[src/rtl/qio_pkg.sv]
package qio_pkg;

    typedef enum logic [2:0] {
        PH_IDLE,
        PH_CMD,
        PH_ADDR,
        PH_MODE,
        PH_DUMMY,
        PH_DATA,
        PH_SKIP
    } phase_e;

    typedef enum logic [1:0] {
        VAR_QUAD,
        VAR_WORD,
        VAR_OCT
    } variant_e;

    localparam logic [7:0] OP_QUAD    = 8'hEB;
    localparam logic [7:0] OP_WORD    = 8'hE7;
    localparam logic [7:0] OP_OCT     = 8'hE3;
    localparam logic [3:0] ARM_NIBBLE = 4'hA;

    function automatic logic op_known(input logic [7:0] op);
        return (op == OP_QUAD) || (op == OP_WORD) || (op == OP_OCT);
    endfunction

    function automatic variant_e op_variant(input logic [7:0] op);
        case (op)
            OP_WORD: return VAR_WORD;
            OP_OCT:  return VAR_OCT;
            default: return VAR_QUAD;
        endcase
    endfunction

    function automatic logic [2:0] dummy_clks(input variant_e v);
        case (v)
            VAR_WORD: return 3'd2;
            VAR_OCT:  return 3'd0;
            default:  return 3'd4;
        endcase
    endfunction

    // low address bits that the variant forces to zero
    function automatic logic [3:0] align_mask(input variant_e v);
        case (v)
            VAR_WORD: return 4'b0001;
            VAR_OCT:  return 4'b1111;
            default:  return 4'b0000;
        endcase
    endfunction

endpackage

[src/rtl/qio_sck_edge.sv]
module qio_sck_edge (
    input  logic clk,
    input  logic rst,
    input  logic sck,
    output logic rise,
    output logic fall
);
    logic sck_q;

    always_ff @(posedge clk) begin
        if (rst) sck_q <= 1'b0;
        else     sck_q <= sck;
    end

    assign rise = sck & ~sck_q;
    assign fall = ~sck & sck_q;
endmodule

[src/rtl/qio_phase_ctl.sv]
module qio_phase_ctl
    import qio_pkg::*;
#(
    parameter int ADDR_W = 21
) (
    input  logic              clk,
    input  logic              rst,
    input  logic              cs_n,
    input  logic              rise,
    input  logic [3:0]        io_in,
    output phase_e            phase,
    output logic              armed,
    output logic              start,
    output logic [ADDR_W-1:0] start_addr
);
    localparam int SH_W = ADDR_W - 4;

    logic [2:0]        cnt;
    logic [7:0]        sh;
    logic [SH_W-1:0]   addr_sh;
    variant_e          var_q;
    logic [ADDR_W-1:0] raw_addr;
    logic [7:0]        op_full;

    assign raw_addr = {addr_sh, io_in};
    assign op_full  = {sh[6:0], io_in[0]};

    always_ff @(posedge clk) begin
        start <= 1'b0;
        if (rst) begin
            phase      <= PH_IDLE;
            armed      <= 1'b0;
            var_q      <= VAR_QUAD;
            cnt        <= '0;
            sh         <= '0;
            addr_sh    <= '0;
            start_addr <= '0;
        end else if (cs_n) begin
            phase <= PH_IDLE;
            cnt   <= '0;
        end else begin
            case (phase)
                PH_IDLE: begin
                    phase <= armed ? PH_ADDR : PH_CMD;
                    cnt   <= '0;
                end
                PH_CMD: if (rise) begin
                    sh  <= op_full;
                    cnt <= cnt + 3'd1;
                    if (cnt == 3'd7) begin
                        cnt <= '0;
                        if (op_known(op_full)) begin
                            var_q <= op_variant(op_full);
                            phase <= PH_ADDR;
                        end else begin
                            phase <= PH_SKIP;
                        end
                    end
                end
                PH_ADDR: if (rise) begin
                    addr_sh <= raw_addr[SH_W-1:0];
                    cnt     <= cnt + 3'd1;
                    if (cnt == 3'd5) begin
                        cnt        <= '0;
                        phase      <= PH_MODE;
                        start      <= 1'b1;
                        start_addr <= raw_addr & ~{{SH_W{1'b0}}, align_mask(var_q)};
                    end
                end
                PH_MODE: if (rise) begin
                    sh  <= {sh[3:0], io_in};
                    cnt <= cnt + 3'd1;
                    if (cnt == 3'd1) begin
                        cnt   <= '0;
                        armed <= (sh[3:0] == ARM_NIBBLE);
                        phase <= (dummy_clks(var_q) == 3'd0) ? PH_DATA : PH_DUMMY;
                    end
                end
                PH_DUMMY: if (rise) begin
                    cnt <= cnt + 3'd1;
                    if (cnt == dummy_clks(var_q) - 3'd1) begin
                        cnt   <= '0;
                        phase <= PH_DATA;
                    end
                end
                default: ;
            endcase
        end
    end


    arm_change_chk: assert property (@(posedge clk) disable iff (rst)
        (armed != $past(armed)) |-> ($past(phase) == PH_MODE));


    idle_on_release_chk: assert property (@(posedge clk) disable iff (rst)
        $past(cs_n) |-> (phase == PH_IDLE));
endmodule

[src/rtl/qio_stream_out.sv]
module qio_stream_out
    import qio_pkg::*;
#(
    parameter int ADDR_W = 21
) (
    input  logic              clk,
    input  logic              rst,
    input  logic              cs_n,
    input  logic              fall,
    input  phase_e            phase,
    input  logic              start,
    input  logic [ADDR_W-1:0] start_addr,
    output logic              mem_rd,
    output logic [ADDR_W-1:0] mem_addr,
    input  logic [7:0]        mem_rdata,
    output logic [3:0]        io_out,
    output logic              io_oe
);
    logic [ADDR_W-1:0] cur;
    logic              pend;
    logic [7:0]        buf_q;
    logic [7:0]        hold;
    logic              nib;

    always_ff @(posedge clk) begin
        mem_rd <= 1'b0;
        if (rst) begin
            cur      <= '0;
            mem_addr <= '0;
            pend     <= 1'b0;
            buf_q    <= '0;
            hold     <= '0;
            nib      <= 1'b0;
            io_out   <= '0;
            io_oe    <= 1'b0;
        end else begin
            pend <= mem_rd;
            if (pend) buf_q <= mem_rdata;
            if (cs_n) begin
                io_oe  <= 1'b0;
                io_out <= '0;
                nib    <= 1'b0;
            end else if (start) begin
                cur      <= start_addr;
                mem_addr <= start_addr;
                mem_rd   <= 1'b1;
                nib      <= 1'b0;
            end else if (fall && phase == PH_DATA) begin
                io_oe <= 1'b1;
                if (!nib) begin
                    io_out   <= buf_q[7:4];
                    hold     <= buf_q;
                    cur      <= cur + 1'b1;
                    mem_addr <= cur + 1'b1;
                    mem_rd   <= 1'b1;
                    nib      <= 1'b1;
                end else begin
                    io_out <= hold[3:0];
                    nib    <= 1'b0;
                end
            end
        end
    end


    rd_pulse_chk: assert property (@(posedge clk) disable iff (rst)
        mem_rd |=> !mem_rd);


    nibble_hold_chk: assert property (@(posedge clk) disable iff (rst)
        (io_oe && $past(io_oe) && !$past(fall)) |-> $stable(io_out));


    release_chk: assert property (@(posedge clk) disable iff (rst)
        $past(cs_n) |-> !io_oe);
endmodule

[src/rtl/qio_read_seq.sv]
module qio_read_seq
    import qio_pkg::*;
#(
    parameter int ADDR_W = 21
) (
    input  logic              clk,
    input  logic              rst,
    input  logic              sck,
    input  logic              cs_n,
    input  logic [3:0]        io_in,
    output logic [3:0]        io_out,
    output logic              io_oe,
    output logic              mem_rd,
    output logic [ADDR_W-1:0] mem_addr,
    input  logic [7:0]        mem_rdata
);
    logic              rise;
    logic              fall;
    phase_e            phase;
    logic              armed;
    logic              start;
    logic [ADDR_W-1:0] start_addr;

    qio_sck_edge u_edge (
        .clk  (clk),
        .rst  (rst),
        .sck  (sck),
        .rise (rise),
        .fall (fall)
    );

    qio_phase_ctl #(.ADDR_W(ADDR_W)) u_ctl (
        .clk        (clk),
        .rst        (rst),
        .cs_n       (cs_n),
        .rise       (rise),
        .io_in      (io_in),
        .phase      (phase),
        .armed      (armed),
        .start      (start),
        .start_addr (start_addr)
    );

    qio_stream_out #(.ADDR_W(ADDR_W)) u_out (
        .clk        (clk),
        .rst        (rst),
        .cs_n       (cs_n),
        .fall       (fall),
        .phase      (phase),
        .start      (start),
        .start_addr (start_addr),
        .mem_rd     (mem_rd),
        .mem_addr   (mem_addr),
        .mem_rdata  (mem_rdata),
        .io_out     (io_out),
        .io_oe      (io_oe)
    );


    skip_quiet_chk: assert property (@(posedge clk) disable iff (rst)
        (phase == PH_SKIP) |-> (!mem_rd && !io_oe));


    header_quiet_chk: assert property (@(posedge clk) disable iff (rst)
        (phase == PH_CMD || phase == PH_ADDR) |-> !io_oe);
endmodule

[config.mk]
export PLATFORM = sky130hd
export DESIGN_NAME = qio_read_seq
export DESIGN_NICKNAME = d
export VERILOG_FILES = /design/src/rtl/qio_pkg.sv /design/src/rtl/qio_sck_edge.sv /design/src/rtl/qio_phase_ctl.sv /design/src/rtl/qio_stream_out.sv /design/src/rtl/qio_read_seq.sv
export SDC_FILE = /design/constraint.sdc
export NUM_CORES = 1
export LEC_CHECK = 0
export BUFFER_PORTS_ARGS = -buffer_cell sky130_fd_sc_hd__buf_2
export CAP_MARGIN = 40
export CORE_ASPECT_RATIO = 0.6
export CORE_MARGIN = 2
export CORE_UTILIZATION = 59
export CTS_CLUSTER_SIZE = 8
export DETAILED_ROUTE_END_ITERATION = 10
export PLACE_DENSITY = 0.83
export SYNTH_ARGS = -nofsm -noshare
export SYNTH_HDL_FRONTEND = slang
export SYNTH_HIERARCHICAL = 1
export SYNTH_SLANG_ARGS = --single-unit
[constraint.sdc]
create_clock -name clk -period 2.2 [get_ports clk]
set_input_delay 0.22 -clock clk [delete_from_list [all_inputs] [get_ports clk]]
set_output_delay 0.22 -clock clk [all_outputs]
set_load 0.02 [all_outputs]
Word-level counts from Yosys, hierarchy flattened
Cells that the tools add are included.

Bits in registers: 97. Input bits: 16. Output and inout port bits: 27. Word-level logic and storage cells: 125.

Add/subtract/negate cells: 3. Equality and inequality tests: 24. Mux-type cells: 49. Bitwise gates (word level): 11. Reduce and logical (&&, ||, !) cells: 21.

Operators with widths (number): $mux W3 (26); $mux W21 (3); $pmux W3 S5 (2); $eq A8 B8 Y1 const B (3); $mux W4 (6); $add A21 B1 Y21 const B (1); $and A21 B21 Y21 (1); $not A4 Y21 (1); $reduce_and A4 Y1 (4); $mux W7 (2); $pmux W7 S2 (1); $eq A3 B3 Y1 const B (4); $ne A2 B2 Y1 const B (5); $reduce_and A5 Y1 (2); $reduce_and A9 Y1 (1); $ne A2 B1 Y1 const B (4); $pmux W4 S2 (1); $not A1 Y1 (7); $eq A3 B1 Y1 const B (2); $eq A3 B2 Y1 const B (2); $logic_not A3 Y1 (2); $pmux W3 S2 (1); $reduce_and A3 Y1 (2); $mux W1 (5); other kinds (17) (20).

Depth between registers and ports, before layout
Depth in word-level cells: 12. Depth in mapped cells: 7. Mapped depth without buffers: 6.

By module
The synthesis kept the hierarchy.

By module, submodules not included: qio_phase_ctl (instances 1, cells each 269, area each 2402.3 um2, seq. area each 1101.1 um2); qio_stream_out (instances 1, cells each 273, area each 2263.4 um2, seq. area each 820.8 um2); qio_sck_edge (instances 1, cells each 4, area each 38.8 um2, seq. area each 20.0 um2).

Worst setup path before layout
No wires, ideal clock.

Path kind: register to register. From: reg u_out.cur[0]. To: reg u_out.cur[16]. Setup time: 120 ps. Arrival time: 1867 ps. Data required time: 2080 ps. Path slack: 213 ps. Stages on the path, launching flop included: 6. Path buffers: 0. Period minus slack after synthesis: 1987 ps. Cell sequence: dfxtp_1 ha_1 nand3_1 or4_2 a22oi_1 o2bb2ai_1.

Longest elaborated chain between the ends: 4.

Ends and longest elaborated chain: start, declared (line qio_stream_out.sv:19) `logic [ADDR_W-1:0] cur;`; start signal, assigned (line qio_stream_out.sv:44) `cur <= start_addr;`; start signal, assigned (line qio_stream_out.sv:53) `cur <= cur + 1'b1;`; $add A21 B1 Y21 (line qio_stream_out.sv:53); $mux W21 (line qio_stream_out.sv:50) `if (!nib) begin`; $mux W21 (line qio_stream_out.sv:48) `end else if (fall && phase == PH_DATA) begin`; $mux W21 (line qio_stream_out.sv:43) `end else if (start) begin`.

No other way between the ends. The select of a mux whose other input is x is not followed. A chain may end at the register's enable or synchronous reset.

Worst setup path after layout
From: reg u_ctl.phase[2]. To: reg u_out.io_out[3].

Longest elaborated chain between the ends: 3.

Ends and longest elaborated chain: start, declared (line qio_phase_ctl.sv:11) `output phase_e phase,`; start signal, assigned (line qio_phase_ctl.sv:44) `phase <= armed ? PH_ADDR : PH_CMD;`; start signal, assigned (line qio_phase_ctl.sv:76) `phase <= (dummy_clks(var_q) == 3'd0) ? PH_DATA : PH_DUMMY;`; $eq A3 B3 Y1 (line qio_stream_out.sv:48); $logic_and A1 B1 Y1 (line qio_stream_out.sv:48); $reduce_and A2 Y1 (no line); end signal, assigned (line qio_stream_out.sv:51) `io_out <= buf_q[7:4];`; end signal, assigned (line qio_stream_out.sv:58) `io_out <= hold[3:0];`; end, declared (line qio_stream_out.sv:16) `output logic [3:0] io_out,`.

No other way between the ends.

==> results.tsv <==
metric	value	unit
status	completed	
Die Y	73.2	um
cts bufs inserted	9	
GRT Overall Usage	28.4	%
vias per cell	6.27	
# setup viols final	0	
share of layout cells above drive strength 1	16.2	%
Final Hold Viols	0	
register bit total from synthesis	97	
worst path arrival time	2320	ps
DRT iter0 DRCs	507	
grt ovf	0	
final instance area	0.00535	mm^2
Hold WS	115	ps
register area share after synthesis	41.3	%
commonest non-fill, non-tap cells in the layout	dfxtp_1 (97), nand2_1 (66), nor2_1 (64)	
most common cell after layout, fill and taps aside	dfxtp_1	
drc violations	0	
Post-synth top flop	dfxtp_1	
share of the synthesized area in the top cell type	41.3	%
Fmax	0.485	GHz
most area-hungry cell type in the Yosys netlist	dfxtp_1	
YS warnings	6	
VDD IR max	0.000415	V
hpwl dp	8470	um
Critical-path top delay cell	nor2_1	
mean area per synthesized cell	8.62	um^2
DR pass1 iterations	6	
critical path, cell by cell	nand4b_1 > nor2_1 > nor2_1 > a211oi_1	
nets@finish	605	
CTS root buf	clkbuf_16	
RSZ-0062 raised after global routing	true	
Final Power	3560	uW
EDFF count, synth	0	
fillcell total	607	
clock skew	4.38	ps
full die area	0.00873	mm^2
multi-input logic area	0.00254	mm^2
ant diodes	0	
RePlAce Congestion	0.892	
I/O Buffers	42	
area delta synth->final	13.6	%
family with the most delay on the worst path	simple AND/OR/NAND/NOR gates	
Worst-Margin Slew	639	ps
DRT Wirelength	12400	um
asr flop ratio synth	0	%
pwr/cell area	666	mW/mm^2
crit start category	register	
CTS H-tree depth	3	
FF+latch area	0.00194	mm^2
Area contributors post-synth	dfxtp_1 (41%), mux2i_1 (9.1%), nand2_1 (5.3%)	
fin crit period	2060	ps
Ports	43	
Synthesized Nets	569	
Leak	0.00191	uW
Tcrit/Tclk final	93.7	%
pin count of the biggest net entering global routing	54	
Slew Limit Fails	0	
post-layout util	68.6	%
via count	4355	
Clock Latency Late Sink	350	ps
TritonCTS clock tree	built	
synthesized cell area	0.00470	mm^2
Initial Util	60.4	%
post-route ant nets	0	
CP endpoint kind	register	
type of the worst min-delay path	input port to register	
CP max stage delay	620	ps
total core area	0.00779	mm^2
Max-Slew Margin vs Limit	57.3	%
TNS Setup	0	ps
initial antenna violation count	0	
first-pass GRT wire length	19300	um
Critical Path RT	2450	ps
vias in the first global route	3868	
Setup CP Type	register to register	
Reg clk slew, reported paths	70	ps
Avg WL per Cell	17.8	um
Cell Area, Placed	0.00503	mm^2
worst-case clock buffer depth	2	
crit-path most repeated cell	nor2_1	
Distinct cells, synth	74	
Post-Synthesis Cells	546	
Max Cap Viol	0	
DIE WIDTH	119	um
critical path peak fanout	14	
FP Rows	25	
CP Buf/Inv Count	0	
CTS Sinks	97	
where the power goes:
group,internal (uW),switching (uW)
clock network,913,670
registers,1770,18.0
logic,67.4,119
registers in the layout, summed over array words and instances (netlist names):
| signal | cells |
|---|---|
| u_ctl/sh | 7 |
| u_out/mem_rd | 1 |
| u_out/io_oe | 1 |
| u_out/cur | 21 |
| u_ctl/armed | 1 |
| u_edge/sck_q | 1 |
| u_ctl/start_addr | 21 |
| u_ctl/addr_sh | 17 |
| u_out/hold | 4 |
| u_out/nib | 1 |
| u_ctl/phase | 3 |
| u_ctl/start | 1 |
| u_ctl/cnt | 3 |
| u_out/io_out | 4 |
| u_out/pend | 1 |
| u_out/buf_q | 8 |
| u_ctl/var_q | 2 |
worst register-to-register path, stage by stage (launching register included):
cell,delay [ps]
dfxtp_1,600
nand4b_1,400
nor2_1,620
nor2_1,90
a211oi_1,250
synthesized netlist by cell type (3+ instances only):
cell type  instances
a211oi_1          13
a31oi_1            6
o41ai_1            3
a21oi_1           37
nand3b_1           5
or3_1              3
a22o_1             3
clkbuf_1          21
buf_4              4
o2bb2ai_1          3
a41oi_1            4
or4_1              5
nand2_1           66
nand3_1            9
a22oi_1            5
ha_1               7
nor2_1            64
nand4_1            6
nor2b_1            6
o22ai_1            4
inv_1             12
buf_2              9
o211ai_1           5
a32o_1             3
dfxtp_1           97
o21ai_0           23
nor4_1             5
nand4b_1           4
nor3_1             9
nand2b_1           7
mux2i_1           43
what timing repair did:
item | 4_1_cts | 5_1_grt
hold buffers | 0 | 0
setup buffers | 0 | 0
setup endpoints to repair | 0 | 4
resized for setup | 0 | 1
final timing paths:
check / cells past startpoint / slack [ps] / from / endpoint
worst max-delay path: 4 / 140 / u_ctl/phase[2] / u_out/io_out[3]
worst min register to register: 2 / 470 / u_ctl/addr_sh[14] / u_ctl/addr_sh[14]
worst min-delay path: 3 / 120 / mem_rdata[7] / u_out/buf_q[7]
worst max register to register: 4 / 140 / u_ctl/phase[2] / u_out/io_out[3]
area by class of cell:
class | instances | share of cell area [%]
Clock buffer | 10 | 4.47
Clock inverter | 6 | 1.26
Inverter | 12 | 0.843
Multi-Input combinational cell | 399 | 47.4
Sequential cell | 97 | 36.3
Tap cell | 108 | 2.53
Timing Repair Buffer | 63 | 7.12
metal layers:
| layer | track usage, % | up-vias | part of all wire [%] |
|---|---|---|---|
| met3 | 7.73 | 36 | 9.5 |
| met5 | 0 | - | 0 |
| met1 | 40.5 | 2043 | 47 |
| met2 | 42.3 | 220 | 42 |
| met4 | 8.07 | 0 | 1.6 |
| li1 | - | 2056 | - |
cell families (layout without fill, tap and decap cells):
kind of cell,Yosys count,in the layout,synth area share (%)
multiplexers,43,43,9.15
XOR/XNOR,3,3,0.559
AO/OA/AOI/OAI,131,131,18.5
flip-flops,97,97,41.3
adder cells (fa/ha/maj),8,8,2.07
buffers and inverters,50,91,5.08
AND/OR/NAND/NOR,214,214,23.3
stage by stage:
stage | std cells | worst slack [ps]
floorplan | 546 | 213
global placement | 679 | 256
global route | 695 | -13.5
finish | 695 | 138
CTS | 695 | 100
detailed placement | 679 | 189
(Power assumes the default switching activity.)
